### src/rtl/pwrctl_pkg.sv
package pwrctl_pkg;

  typedef enum logic [1:0] {
    AOUT_HIZ = 2'b00,
    AOUT_VCM = 2'b01,
    AOUT_SIG = 2'b10
  } aout_e;

  typedef enum logic [2:0] {
    MODE_OFF,
    MODE_CLKSTOP,
    MODE_PWROFF,
    MODE_RESET,
    MODE_RUN
  } mode_e;

  // Strobes and status handed from the clock watchdog to the mode control
  typedef struct packed {
    logic edgeStb;
    logic lossStb;
    logic clkPresent;
  } watch_s;

endpackage

### src/rtl/mclk_watch.sv
module mclk_watch
  import pwrctl_pkg::*;
#(
  parameter int TIMEOUT_CYC  = 50,
  parameter int RESUME_EDGES = 2,
  parameter int SYNC_STAGES  = 2
) (
  input  logic   refClk,
  input  logic   rstN,
  input  logic   mclkIn,
  output watch_s stat
);

  localparam int CW = $clog2(TIMEOUT_CYC + 1);
  localparam int EW = $clog2(RESUME_EDGES + 1);
  localparam logic [CW-1:0] IDLE_MAX = CW'(TIMEOUT_CYC);
  localparam logic [CW-1:0] LOSS_AT  = CW'(TIMEOUT_CYC - 1);
  localparam logic [EW-1:0] RES_AT   = EW'(RESUME_EDGES - 1);

  logic [SYNC_STAGES-1:0] syncQ;
  logic                   prevQ;
  logic [CW-1:0]          idleCnt;
  logic [EW-1:0]          edgeCnt;
  logic                   presentQ;
  logic                   edgeStb;
  logic                   lossStb;
  logic                   resumeHit;

  // Synchronizer chain plus one delay stage for toggle detection
  always_ff @(posedge refClk or negedge rstN) begin
    if (!rstN) begin
      syncQ <= '0;
      prevQ <= 1'b0;
    end else begin
      syncQ <= {syncQ[SYNC_STAGES-2:0], mclkIn};
      prevQ <= syncQ[SYNC_STAGES-1];
    end
  end

  assign edgeStb   = syncQ[SYNC_STAGES-1] ^ prevQ;
  assign lossStb   = !edgeStb && (idleCnt == LOSS_AT);
  assign resumeHit = edgeStb && !presentQ && (edgeCnt == RES_AT);

  // Idle window: cycles since the last edge, saturating
  always_ff @(posedge refClk or negedge rstN) begin
    if (!rstN) begin
      idleCnt <= '0;
    end else if (edgeStb) begin
      idleCnt <= '0;
    end else if (idleCnt != IDLE_MAX) begin
      idleCnt <= idleCnt + 1'b1;
    end
  end

  // Consecutive-edge qualifier and clock-present flag
  always_ff @(posedge refClk or negedge rstN) begin
    if (!rstN) begin
      edgeCnt  <= '0;
      presentQ <= 1'b0;
    end else if (lossStb) begin
      edgeCnt  <= '0;
      presentQ <= 1'b0;
    end else if (resumeHit) begin
      edgeCnt  <= '0;
      presentQ <= 1'b1;
    end else if (edgeStb && !presentQ) begin
      edgeCnt  <= edgeCnt + 1'b1;
    end
  end

  assign stat = '{edgeStb: edgeStb, lossStb: lossStb, clkPresent: presentQ};

  // presence can only be regained on a detected edge
  a_r8_resume_on_edge: assert property (@(posedge refClk) disable iff (!rstN)
    $rose(presentQ) |-> $past(edgeStb));

  // presence is only dropped after a full idle window
  a_r6_loss_needs_idle: assert property (@(posedge refClk) disable iff (!rstN)
    $fell(presentQ) |-> $past(idleCnt) == LOSS_AT);

endmodule

### src/rtl/pwr_mode_ctrl.sv
module pwr_mode_ctrl
  import pwrctl_pkg::*;
(
  input  logic       refClk,
  input  logic       rstN,
  input  logic       pwrEnBit,
  input  logic       rstRelBit,
  input  watch_s     stat,
  output logic       digEn,
  output logic       anaEn,
  output logic       regulEn,
  output logic       regFileEn,
  output logic [1:0] aoutState,
  output logic       zeroDetEn
);

  mode_e modeQ, modeNext;

  // Priority: pin (async reset) > clock loss > power enable > reset release
  always_comb begin
    if (!stat.clkPresent)  modeNext = MODE_CLKSTOP;
    else if (!pwrEnBit)    modeNext = MODE_PWROFF;
    else if (!rstRelBit)   modeNext = MODE_RESET;
    else                   modeNext = MODE_RUN;
  end

  always_ff @(posedge refClk or negedge rstN) begin
    if (!rstN) modeQ <= MODE_OFF;
    else       modeQ <= modeNext;
  end

  always_comb begin
    digEn     = 1'b0;
    anaEn     = 1'b0;
    regulEn   = 1'b1;
    regFileEn = 1'b1;
    aoutState = AOUT_HIZ;
    zeroDetEn = 1'b0;
    case (modeQ)
      MODE_OFF: begin
        regulEn   = 1'b0;
        regFileEn = 1'b0;
      end
      MODE_CLKSTOP: ;
      MODE_PWROFF: zeroDetEn = 1'b1;
      MODE_RESET: begin
        anaEn     = 1'b1;
        aoutState = AOUT_VCM;
        zeroDetEn = 1'b1;
      end
      MODE_RUN: begin
        digEn     = 1'b1;
        anaEn     = 1'b1;
        aoutState = AOUT_SIG;
        zeroDetEn = 1'b1;
      end
      default: begin
        regulEn   = 1'b0;
        regFileEn = 1'b0;
      end
    endcase
  end

  a_r2_stop_hiz: assert property (@(posedge refClk) disable iff (!rstN)
    !stat.clkPresent |=> (aoutState == AOUT_HIZ) && !digEn && !anaEn && regulEn && regFileEn);

  a_r3_loss_beats_bits: assert property (@(posedge refClk) disable iff (!rstN)
    (!stat.clkPresent && pwrEnBit && !rstRelBit) |=> (aoutState == AOUT_HIZ) && !anaEn);

  a_r4_reset_hold: assert property (@(posedge refClk) disable iff (!rstN)
    (stat.clkPresent && pwrEnBit && !rstRelBit) |=> anaEn && !digEn && (aoutState == AOUT_VCM));

  a_r5_run_all_on: assert property (@(posedge refClk) disable iff (!rstN)
    (stat.clkPresent && pwrEnBit && rstRelBit) |=> digEn && anaEn && (aoutState == AOUT_SIG));

  a_r7_zero_off: assert property (@(posedge refClk) disable iff (!rstN)
    !stat.clkPresent |=> !zeroDetEn);

  a_r6_loss_reaches_out: assert property (@(posedge refClk) disable iff (!rstN)
    stat.lossStb |=> ##1 !digEn && !zeroDetEn);

  a_r11_edge_keeps: assert property (@(posedge refClk) disable iff (!rstN)
    (stat.edgeStb && stat.clkPresent) |=> stat.clkPresent);

  a_r1_regul_on: assert property (@(posedge refClk) disable iff (!rstN)
    1'b1 |=> regulEn && regFileEn);

endmodule

### src/rtl/clk_loss_pwr_ctrl.sv
module clk_loss_pwr_ctrl
  import pwrctl_pkg::*;
#(
  parameter int REF_FREQ_KHZ = 50000,
  parameter int RESUME_EDGES = 2,
  parameter int SYNC_STAGES  = 2
) (
  input  logic       refClk,
  input  logic       pdnPinN,
  input  logic       pwrEnBit,
  input  logic       rstRelBit,
  input  logic       mclkIn,
  output logic       digEn,
  output logic       anaEn,
  output logic       regulEn,
  output logic       regFileEn,
  output logic [1:0] aoutState,
  output logic       zeroDetEn
);

  // One microsecond of reference cycles, rounded up
  localparam int TIMEOUT_CYC = (REF_FREQ_KHZ + 999) / 1000;

  watch_s watchStat;

  mclk_watch #(
    .TIMEOUT_CYC (TIMEOUT_CYC),
    .RESUME_EDGES(RESUME_EDGES),
    .SYNC_STAGES (SYNC_STAGES)
  ) uWatch (
    .refClk(refClk),
    .rstN  (pdnPinN),
    .mclkIn(mclkIn),
    .stat  (watchStat)
  );

  pwr_mode_ctrl uCtrl (
    .refClk   (refClk),
    .rstN     (pdnPinN),
    .pwrEnBit (pwrEnBit),
    .rstRelBit(rstRelBit),
    .stat     (watchStat),
    .digEn    (digEn),
    .anaEn    (anaEn),
    .regulEn  (regulEn),
    .regFileEn(regFileEn),
    .aoutState(aoutState),
    .zeroDetEn(zeroDetEn)
  );

endmodule

### config.mk
export PLATFORM = sky130hd
export DESIGN_NAME = clk_loss_pwr_ctrl
export DESIGN_NICKNAME = d
export VERILOG_FILES = /design/src/rtl/pwrctl_pkg.sv /design/src/rtl/mclk_watch.sv /design/src/rtl/pwr_mode_ctrl.sv /design/src/rtl/clk_loss_pwr_ctrl.sv
export SDC_FILE = /design/constraint.sdc
export NUM_CORES = 1
export LEC_CHECK = 0
export BUFFER_PORTS_ARGS = -buffer_cell sky130_fd_sc_hd__buf_4
export CORE_MARGIN = 3
export CORE_UTILIZATION = 45
export CTS_CLUSTER_SIZE = 28
export DETAILED_ROUTE_END_ITERATION = 12
export HOLD_SLACK_MARGIN = 0.08
export PLACE_DENSITY = 0.65
export SYNTH_ARGS = -nofsm -noshare
export SYNTH_HDL_FRONTEND = slang
export SYNTH_SLANG_ARGS = --single-unit
### constraint.sdc
create_clock -name refClk -period 2.42 [get_ports refClk]
set_input_delay 0.363 -clock refClk [delete_from_list [all_inputs] [get_ports refClk]]
set_output_delay 0.363 -clock refClk [all_outputs]
set_load 0.02 [all_outputs]
==> run metrics, run 1 <==
outcome completed; Max Cap Viol 0; final hold vios 0; EDFF count, synth 0; Worst Path Buf+Inv 1; Worst Hold Class in2reg; first-pass GRT wire length 1.869 mm; grt total ovfl 0; most used flip-flop cell after synthesis dfrtp_1; Worst EP arrival 1.23 ns; Crit. End Element output port; WS Path Type reg2out; Peak Freq 0.6275 GHz; die span in y between 40 and 50 microns; worst reg2reg path depth 4; Die Width 45.88 microns; min Tclk post-route ~1.6 ns; CTS root buffer clkbuf_4; CTS tree done; TritonRoute pass-1 iters 4; Die ar. 0.002105 sq mm; antenna violations before repair 0; vias in the first global route 422; Syn. warnings 0; post-CTS setup buffers 0; Top Ports 12; # rows 13; Clock Sinks 15; hold_ws 0.1907 ns; Clock H-tree levels 1; Remaining DRCs 0; maximum number of pins on one net before global-route repair 16; post-route ant nets 0; Fill cells 126; most frequent cells after synthesis 15 x dfrtp_1, 6 x inv_1, 4 x nor3_1, 4 x o21ai_0; Starting Density roughly half; WL final 1.112 mm; Vias/cell 5.118; Mean Syn Cell Area 11.01 sq um; CP required approximately 2.1 ns; Worst Setup Start Kind register; count of mapped cells out of synthesis between 60 and 70; Netlist cell types 27; total CTS buffers 3; top-count cell post-synth dfrtp_1; flops & latches, synth 15; period utilization 65.85%; initial DRC count 9; Slowest-stage cell, CP dfrtp_1; post-cts resize count 0; sequential share of the synthesized area 52.45%; Slew headroom 78.46%; final setup violation count 0; DR vias approximately 480; cell taking the most area after synthesis dfrtp_1; Slew Viols, Final 0; share of cells above drive strength 1 21.79%; post-route setup TNS 0 ns; ys async rst share 100.0%; max incr delay on CP 0.43 ns; gr usage total 13.13%; Cell Chain, Critical Path nor3b_1 -> a21o_1 -> buf_4; final total power 523.4 uW; skew final 0.003722 ns; top post-synthesis cells by area dfrtp_1 52%, ha_1 5.2%, buf_4 3.1%, inv_1 3.1%, nor3_1 2.8%; WL/cell 11.96 microns; Crit Path Max Fanout 5; worst slew pin tran 0.3208 ns; gpl congestion approximately 0.7; Area Overhead vs Synth 16.08%; clock latency on the worst-skew pair about 0.28 ns; Top Family by Delay on Critical Path flip-flops; core footprint around 0.0014 sq mm; area fraction of the dominant cell type after synthesis 52.45%; DP HPWL 833.7 microns; worst vdd ir 0.0003259 V; Post-Syn Area ~720 sq um; Leak 0.0004020 uW; CTS clk-pin slew, worst paths roughly 0.080 ns; # diodes 0; WP depth 3; syn nets 73; PD cells ~630 mW/mm^2; Layout Nets 87; port buffer count 11; worst-case clock buffer depth 2; RSZ-0062 raised after global routing false; Min-Delay Path Depth 1
==> state kept, by name, indices dropped and copies added, names as in the netlist <==
signal           flops
uCtrl.modeQ          3
uWatch.syncQ         2
uWatch.idleCnt       6
uWatch.presentQ      1
uWatch.edgeCnt       2
uWatch.prevQ         1
==> through the flow <==
| stage | std cells | setup WS, ns | util [%] | instance area, sq um |
|---|---|---|---|---|
| after global placement | 88 | 1.053 | 56.80 | 794.5 |
| final | 93 | 0.8263 | 59.39 | 830.8 |
| after detailed placement | 88 | 1.070 | 56.80 | 794.5 |
| after global routing | 93 | 0.7333 | 59.39 | 830.8 |
| after CTS | 93 | 0.7958 | 59.39 | 830.8 |
| after floorplan | 65 | 0.8031 | - | 715.7 |
==> layout make-up <==
cell class	count	area [sq um]	share of cell area [%]
inverter	6	22.52	2.711
tap	15	18.77	2.259
timing repair buffer	12	92.59	11.14
sequential	15	375.4	45.18
multi-input combinational	41	295.3	35.54
clock buffer	4	26.28	3.163
==> cell usage in the layout, fill, tap and decap left out, types with 2 or more instances in the layout <==
master    synthesis  layout
nand2b_1          2       2
o21ai_0           4       4
ha_1              3       3
clkbuf_4          0       3
nor3_1            4       4
dfrtp_1          15      15
nor3b_1           2       2
xnor2_1           2       2
nor2_1            3       3
buf_4             3      11
inv_1             6       6
o21a_1            2       2
nand2_1           2       2
xor2_1            2       2
a21oi_1           2       2
==> timing repair <==
item | 4_1_cts | 5_1_grt
endpoints found under the hold margin | 15 | 0
setup endpoints to repair | 0 | 0
hold buffers | 1 | 0
==> worst reg2reg max path, cell delays in order, from the launching register on <==
cell      delay, ns
dfrtp_1        0.45
inv_1          0.08
ha_1           0.14
nand4b_1       0.20
o311a_2        0.38
==> layer usage <==
metal,wire (microns),vias up,GRT usage [%]
met5,0,-,0
met4,10,0,6.818
met3,73,2,5.929
met2,481,12,17.58
met1,547,216,17.49
li1,-,246,-
==> power breakdown <==
part	switching, uW	internal (uW)	total (uW)
combinational	45.9	44.4	90.3
sequential	24.4	272	296
clock	73.0	63.9	137
total	143	380	523
==> final timing paths <==
| kind | start | end | slack [ns] |
|---|---|---|---|
| min | mclkIn | uWatch.syncQ[0] | 0.19 |
| max reg2reg | uWatch.idleCnt[0] | uWatch.idleCnt[1] | 1.06 |
| max in group asynchronous | pdnPinN | uWatch.edgeCnt[0] | 1.78 |
| max | uCtrl.modeQ[2] | anaEn | 0.83 |
| min reg2reg | uWatch.syncQ[0] | uWatch.syncQ[1] | 0.37 |
| min in group asynchronous | pdnPinN | uWatch.idleCnt[2] | 0.46 |
==> cells by family after synthesis <==
family	Yosys count	share of synthesized area (%)
xor gates and xnor gates	5	7.169
buffers and inverters	9	6.293
DFF	15	52.45
and+or+nand+nor	20	16.26
adders and majority gates	3	5.245
AOI/OAI and AO/OA	13	12.59
Note: power is estimated with default switching activity, not from simulation.
==> inputs of run 2 (changes only) <==
--- a/config.mk
+++ b/config.mk
@@ -5,13 +5,14 @@
 export SDC_FILE = /design/constraint.sdc
 export NUM_CORES = 1
 export LEC_CHECK = 0
+export ABC_AREA = 1
 export BUFFER_PORTS_ARGS = -buffer_cell sky130_fd_sc_hd__buf_4
 export CORE_MARGIN = 3
 export CORE_UTILIZATION = 45
 export CTS_CLUSTER_SIZE = 28
 export DETAILED_ROUTE_END_ITERATION = 12
 export HOLD_SLACK_MARGIN = 0.08
-export PLACE_DENSITY = 0.65
+export PLACE_DENSITY = 0.67
 export SYNTH_ARGS = -nofsm -noshare
 export SYNTH_HDL_FRONTEND = slang
 export SYNTH_SLANG_ARGS = --single-unit
==> constraint.sdc (replaced) <==
create_clock -name refClk -period 1.4 [get_ports refClk]
set_input_delay 0.21 -clock refClk [delete_from_list [all_inputs] [get_ports refClk]]
set_output_delay 0.21 -clock refClk [all_outputs]
set_load 0.02 [all_outputs]
==> run 2 against run 1 <==
Total power grew 70%. Hold slack lost 0.076 ns. Register-to-register slack lost 0.81 ns. Combinational power grew 69%. Design area grew 7.8%. Die area grew 5.2%. Wire length grew 11%. Clock skew grew 0.0033 ns. Synthesized area grew 5.9%. Via count grew 23%. Largest cell class unchanged. Largest power group unchanged. Highest routed layer unchanged.
==> run metrics, run 2 <==
max reg flops 6 (unchanged); EDFF count, synth 0 (unchanged); dpl ws 0.2723 ns (was 1.070 ns); Worst Setup Start Kind register (unchanged); Post-Syn Area 758.2 sq um (was 715.7 sq um); maximum number of pins on one net before global-route repair 16 (unchanged); DP HPWL 913.9 microns (was 833.7 microns); CTS clk-pin slew, worst paths 0.08 ns (about the same); WL/cell 10.07 microns (was 11.96 microns); Peak Freq 0.7152 GHz; Clock H-tree levels 1 (unchanged); syn nets 99 (was 73); Leak 0.0004877 uW (was 0.0004020 uW); port buffer count 11 (unchanged); grt total ovfl 0 (unchanged); # diodes 0 (unchanged); Area Overhead vs Synth 18.15% (was 16.08%); Layout Nets 115 (was 87); total CTS buffers 3 (unchanged); commonest non-fill, non-tap cell in the layout inv_1 (was dfrtp_1); die span in y 47.05 microns (was 45.88 microns); Starting Density 49.19% (was 51.16%); CP startpoint uCtrl.modeQ[1] (was uCtrl.modeQ[2]); Regs by FF count uWatch.idleCnt: 6 flops, uCtrl.modeQ: 3 flops (unchanged); Max Cap Viol 0 (unchanged); gpl congestion 0.8793 (was 0.6906); Die Width 47.05 microns (was 45.88 microns); largest reg by FF count uWatch.idleCnt (unchanged); top post-synthesis cells by area dfrtp_1 50%, inv_1 9.4%, nand2_1 7.9%, nand3_1 7.3%, ha_1 5.0% (was dfrtp_1 52%, ha_1 5.2%, buf_4 3.1%, inv_1 3.1%, nor3_1 2.8%); Remaining DRCs 0 (unchanged); post-route ant nets 0 (unchanged); Cell Chain, Critical Path nor2_1 -> nand2_1 -> o211ai_1 -> buf_4 (was nor3b_1 -> a21o_1 -> buf_4); Crit Path Max Fanout 4 (was 5); Syn. warnings 0 (unchanged); TritonRoute pass-1 iters 4 (unchanged); ys async rst share 100.0% (unchanged); min Tclk post-route 1.398 ns; count of mapped cells out of synthesis 91 (was 65); Slowest-stage cell, CP dfrtp_1 (unchanged); CTS root buffer clkbuf_4 (unchanged); final total power 889.8 uW (was 523.4 uW); first-pass GRT wire length 2.111 mm (was 1.869 mm); WL final 1.229 mm (was 1.112 mm); core footprint 0.001541 sq mm (was 0.001399 sq mm); skew final 0.007070 ns (was 0.003722 ns); final setup violation count 0 (unchanged); period utilization about 100%; Worst Hold Class in2reg (unchanged); worst slew pin tran 0.2089 ns (was 0.3208 ns); Slew Viols, Final 0 (unchanged); WS Path Type reg2out (unchanged); sequential share of the synthesized area 49.50% (was 52.45%); PD cells 993.3 mW/mm^2 (was 630.0 mW/mm^2); share of cells above drive strength 1 17.92% (was 21.79%); Cells after DPL 116 (was 88); Worst EP arrival 1.19 ns (was 1.23 ns); Die ar. 0.002214 sq mm (was 0.002105 sq mm); final core occ 58.12% (was 59.39%); most frequent cells after synthesis 19 x inv_1, 16 x nand2_1, 15 x dfrtp_1 (was 15 x dfrtp_1, 6 x inv_1, 4 x nor3_1, 4 x o21ai_0); outcome completed (unchanged); area fraction of the dominant cell type after synthesis 49.50% (was 52.45%); Netlist cell types 18 (was 27); worst hold start pwrEnBit (was mclkIn); final hold vios 0 (unchanged); antenna violations before repair 0 (unchanged); initial DRC count 7 (was 9); CTS tree done (unchanged); Slew headroom 86.01% (was 78.46%); max incr delay on CP 0.40 ns (was 0.43 ns); vias in the first global route 486 (was 422); DR vias 585 (was 476); PnR worst setup slack 0.001767 ns (was 0.8263 ns); cell taking the most area after synthesis dfrtp_1 (unchanged); Crit. End Element output port (unchanged); Top Ports 12 (unchanged); Vias/cell 4.795 (was 5.118); Clock Sinks 15 (unchanged); clock latency on the worst-skew pair 0.28 ns (about the same); most used flip-flop cell after synthesis dfrtp_1 (unchanged); most frequent cells in the layout 18 x inv_1, 16 x nand2_1, 15 x dfrtp_1 (was 15 x dfrtp_1, 11 x buf_4, 6 x inv_1); # rows 14 (was 13); worst vdd ir 0.0005845 V (was 0.0003259 V); Mean Syn Cell Area 8.332 sq um (was 11.01 sq um); flops & latches, synth 15 (unchanged); top-count cell post-synth inv_1 (was dfrtp_1); RSZ-0062 raised after global routing true (was false); worst-case clock buffer depth 2 (unchanged); CP required 1.19 ns (was 2.06 ns); worst reg2reg path startpoint uWatch.idleCnt[0] (unchanged); Cell Count, Final, Fillers Out 122 (was 93); gr usage total 13.54% (was 13.13%)
## run 2: changes by cell type in the layout (fill, tap and decap cells not counted), moves of 2 or more
cell / change
nand2_1: +14
inv_1: +12
nand3_1: +10
nor2_1: +5
nor3_1: -4
nand2_2: +2
nand2b_1: -2
nor3b_1: -2
o21a_1: -2
o21ai_0: -2
xnor2_1: -2
## run 2: stage by stage
| stage | setup TNS [ns] | hold WS, ns | area (sq um) |
|---|---|---|---|
| 2_1_floorplan | 0 | -0.08559 | 758.2 |
| 3_3_place_gp | 0 | 0.07100 | 845.8 |
| 3_5_place_dp | 0 | 0.07254 | 845.8 |
| 4_1_cts | -0.002221 | 0.1075 | 892.1 |
| 5_1_grt | -0.1798 | 0.1184 | 895.9 |
| 6_report | 0 | 0.1151 | 895.9 |
## run 2: cell type report
class                   count  area [sq um]
repair buffers             13         106.4
well taps                  16         20.02
multi-input cells          55         296.5
clock buffers               4         26.28
inverters                  19         71.32
flip-flops and latches     15         375.4
fillers                   139         645.6
## run 2: layer usage
layer / up-vias / share of wire (%) / track usage [%]
met5: - / 0 / 0
met4: 0 / 1.5 / 4.972
met3: 4 / 4.1 / 3.448
met2: 14 / 46 / 21.95
met1: 259 / 49 / 17.42
li1: 308 / - / -
## run 2: logic make-up (layout without fill, tap and decap cells)
group,Yosys count,count (layout),synth area share (%)
AO/OA/AOI/OAI,6,6,4.290
flip-flops,15,15,49.50
AND/OR/NAND/NOR,43,43,26.40
adder cells (fa/ha/maj),3,3,4.951
buffers and inverters,21,36,11.39
XOR/XNOR,3,3,3.466
## run 2: power breakdown
group          internal, uW  switching, uW
Clock                   110            131
Sequential              464           31.5
Combinational          66.9           86.1
Total                   641            248
## run 2: final timing paths
path | endpoint | slack (ns) | cells past startpoint
worst max-delay path | regulEn | 0.002 | 4
worst min-delay path | uCtrl.modeQ[1] | 0.12 | 2
worst max register to register | uWatch.idleCnt[1] | 0.25 | 5
worst min register to register | uWatch.syncQ[1] | 0.37 | 0
max in group asynchronous | uWatch.edgeCnt[0] | 0.90 | 2
min in group asynchronous | uWatch.idleCnt[0] | 0.32 | 2
## run 2: repair_timing
action / CTS / global route
setup buffers: 0 / 0
hold buffers: 2 / 0
endpoints found under the setup margin: 2 / 5
pin swaps: 0 / 2
endpoints found under the hold margin: 16 / 0
resized for setup: 1 / 1
## run 2: critical path, delay by kind of cell (launching register included)
family | cells | cell delay (ns)
flops | 1 | 0.40
compound gates | 1 | 0.14
buf+inv | 1 | 0.18
simple gates | 2 | 0.20
==> inputs of run 3 (changes only) <==
--- a/config.mk
+++ b/config.mk
@@ -7,6 +7,7 @@
 export LEC_CHECK = 0
 export ABC_AREA = 1
 export BUFFER_PORTS_ARGS = -buffer_cell sky130_fd_sc_hd__buf_4
+export CAP_MARGIN = 20
 export CORE_MARGIN = 3
 export CORE_UTILIZATION = 45
 export CTS_CLUSTER_SIZE = 28
@@ -15,4 +16,5 @@
 export PLACE_DENSITY = 0.67
 export SYNTH_ARGS = -nofsm -noshare
 export SYNTH_HDL_FRONTEND = slang
+export SYNTH_HIERARCHICAL = 1
 export SYNTH_SLANG_ARGS = --single-unit
==> run 3 against run 2 <==
Sequential share of layout area fell by 2.4 points. Critical path type unchanged. Highest routed layer unchanged. Core utilization rose by 2.1 points. Total power rose by 2.1%. Cell count rose by 0.82%. Largest cell class unchanged. Wire length rose by 17%. Register-to-register slack got worse by 0.03 ns. Clock skew fell by 0.00054 ns. Hold slack got worse by 0.016 ns. Global-route usage fell by 0.50 points.
==> run metrics, run 3 <==
outcome completed (unchanged); share of cells above drive strength 1 29.91% (was 17.92%); RSZ-0062 raised after global routing true (unchanged); final hold vios 0 (unchanged); # rows 14 (unchanged); most frequent cells in the layout 15 x nand2_1, 15 x dfrtp_1, 14 x inv_1 (was 18 x inv_1, 16 x nand2_1, 15 x dfrtp_1); reg-to-reg endpoint uWatch/idleCnt[2] (was uWatch.idleCnt[1]); TritonRoute pass-1 iters 4 (unchanged); die span in y 47.69 microns (was 47.05 microns); CTS root buffer clkbuf_4 (unchanged); CTS tree done (unchanged); Die ar. 0.002274 sq mm (was 0.002214 sq mm); CP required 1.19 ns (about the same); met2 wire len 722 microns (was 561 microns); clock latency on the worst-skew pair 0.28 ns (about the same); R2R Setup Slk 0.22 ns (was 0.25 ns); DR vias 612 (was 585); CTS clk-pin slew, worst paths 0.09 ns (was 0.08 ns); Worst Hold Class in2reg (unchanged); port buffer count 11 (unchanged); core footprint 0.001577 sq mm (was 0.001541 sq mm); Layout Nets 116 (was 115); Top Layer Used met4 (unchanged); initial DRC count 9 (was 7); syn nets 100 (was 99); dpl ws 0.2296 ns (was 0.2723 ns); Die Width 47.69 microns (was 47.05 microns); Slew headroom 86.74% (was 86.01%); final total power 908.6 uW (was 889.8 uW); Clock Sinks 15 (unchanged); Cell Chain, Critical Path buf_4 -> nand3_2 -> nand2_2 -> buf_6 (was nor2_1 -> nand2_1 -> o211ai_1 -> buf_4); post-route ant nets 0 (unchanged); Worst EP arrival 1.14 ns (was 1.19 ns); Slowest-stage cell, CP dfrtp_1 (unchanged); worst reg2reg path startpoint uWatch/idleCnt[0] (was uWatch.idleCnt[0]); min Tclk post-route 1.353 ns (was 1.398 ns); Vias/cell 4.976 (was 4.795); PD cells 956.8 mW/mm^2 (was 993.3 mW/mm^2); WL/cell 11.70 microns (was 10.07 microns); Starting Density 49.60% (was 49.19%); Clock H-tree levels 1 (unchanged); worst vdd ir 0.0006932 V (was 0.0005845 V); Worst Path Buf+Inv 2 (was 1); max incr delay on CP 0.41 ns (was 0.40 ns); Placed Instance Area 862.1 sq um (was 845.8 sq um); post-route cell area 949.7 sq um (was 895.9 sq um); WL final 1.439 mm (was 1.229 mm); wl on met1 637 microns (was 597 microns); grt total ovfl 0 (unchanged); total CTS buffers 3 (unchanged); worst-case clock buffer depth 2 (unchanged); Max Cap Viol 0 (unchanged); WHS Endpoint uCtrl/modeQ[1] (was uCtrl.modeQ[1]); first-pass GRT wire length 2.070 mm (was 2.111 mm); Mean Syn Cell Area 8.500 sq um (was 8.332 sq um); final setup violation count 0 (unchanged); maximum number of pins on one net before global-route repair 16 (unchanged); met3 WL post-DR 49 microns (was 51 microns); gr usage total 13.04% (was 13.54%); antenna violations before repair 0 (unchanged); max reg flops 6 (unchanged); gpl congestion 0.7029 (was 0.8793); count of mapped cells out of synthesis 92 (was 91); Regs by FF count uWatch/idleCnt: 6 flops, uCtrl/modeQ: 3 flops (was uWatch.idleCnt: 6 flops, uCtrl.modeQ: 3 flops); DP HPWL 969.9 microns (was 913.9 microns); worst hold start pwrEnBit (unchanged); Syn. warnings 6 (was 0); Leak 0.0005239 uW (was 0.0004877 uW); Area Overhead vs Synth 21.44% (was 18.15%); Crit. End Element output port (unchanged); Top Family by Delay on Critical Path flip-flops (unchanged); # diodes 0 (unchanged); period utilization 96.62% (was 99.87%); hold_ws 0.09953 ns (was 0.1151 ns); Min-Delay Path Depth 2 (unchanged); Slew Viols, Final 0 (unchanged); vias in the first global route 487 (was 486); Worst Setup Start Kind register (unchanged); worst reg2reg path depth 4 (was 5); Peak Freq 0.7393 GHz (was 0.7152 GHz); Remaining DRCs 0 (unchanged); worst slew pin tran 0.1989 ns (was 0.2089 ns); skew final 0.006532 ns (was 0.007070 ns); Post-Syn Area 782.0 sq um (was 758.2 sq um); largest reg by FF count uWatch/idleCnt (was uWatch.idleCnt); WS Path Type reg2out (unchanged); Crit Path Max Fanout 3 (was 4); Top Ports 12 (unchanged); PnR worst setup slack 0.04728 ns (was 0.001767 ns)
## run 3: metal layers
metal,vias to the layer above,track usage (%)
met5,-,0
met4,0,1.613
met3,4,5.639
met2,12,19.26
met1,278,18.35
li1,318,-
## run 3: stage by stage
step	utilization, %	TNS, ns	instances
floorplan	-	0	92
global placement	54.68	0	116
detailed placement	54.68	0	116
CTS	57.70	0	122
global route	60.24	-0.1441	123
finish	60.24	0	123
## run 3: area by class of cell
cell class / count / area, sq um
fill: 131 / 626.9
sequential: 15 / 375.4
multi-input combinational: 55 / 320.3
timing repair buffer: 14 / 132.6
inverter: 19 / 73.82
clock buffer: 3 / 22.52
tap: 16 / 20.02
clock inverter: 1 / 5.005
## run 3: what timing repair did
| action | CTS | global route |
|---|---|---|
| endpoints found under the setup margin | 0 | 5 |
| buffers inserted | 0 | 1 |
| endpoints found under the hold margin | 16 | 0 |
| hold buffers | 2 | 0 |
| resized for setup | 0 | 11 |
## run 3: report_power, final
group          switching, uW  total [uW]  internal, uW
Combinational            101         178          76.8
Sequential              23.9         488           464
Clock                    137         243           106
Total                    262         909           647
## run 3: worst reg2reg max path, cell delays in order (launching register included)
cell     delay (ns)
dfrtp_1        0.44
ha_1           0.24
or2_2          0.27
nand4_1        0.09
inv_1          0.04
## run 3: worst max-delay path by stage
stage,from,to,depth (start not counted)
finish,uCtrl/modeQ[1],anaEn,4
global route,uCtrl/modeQ[0],anaEn,4
CTS,uCtrl/modeQ[0],regulEn,4
detailed placement,uWatch/idleCnt[0],uWatch/idleCnt[2],4
global placement,uWatch/idleCnt[0],uWatch/idleCnt[2],4
floorplan,uCtrl/modeQ[0],regulEn,4
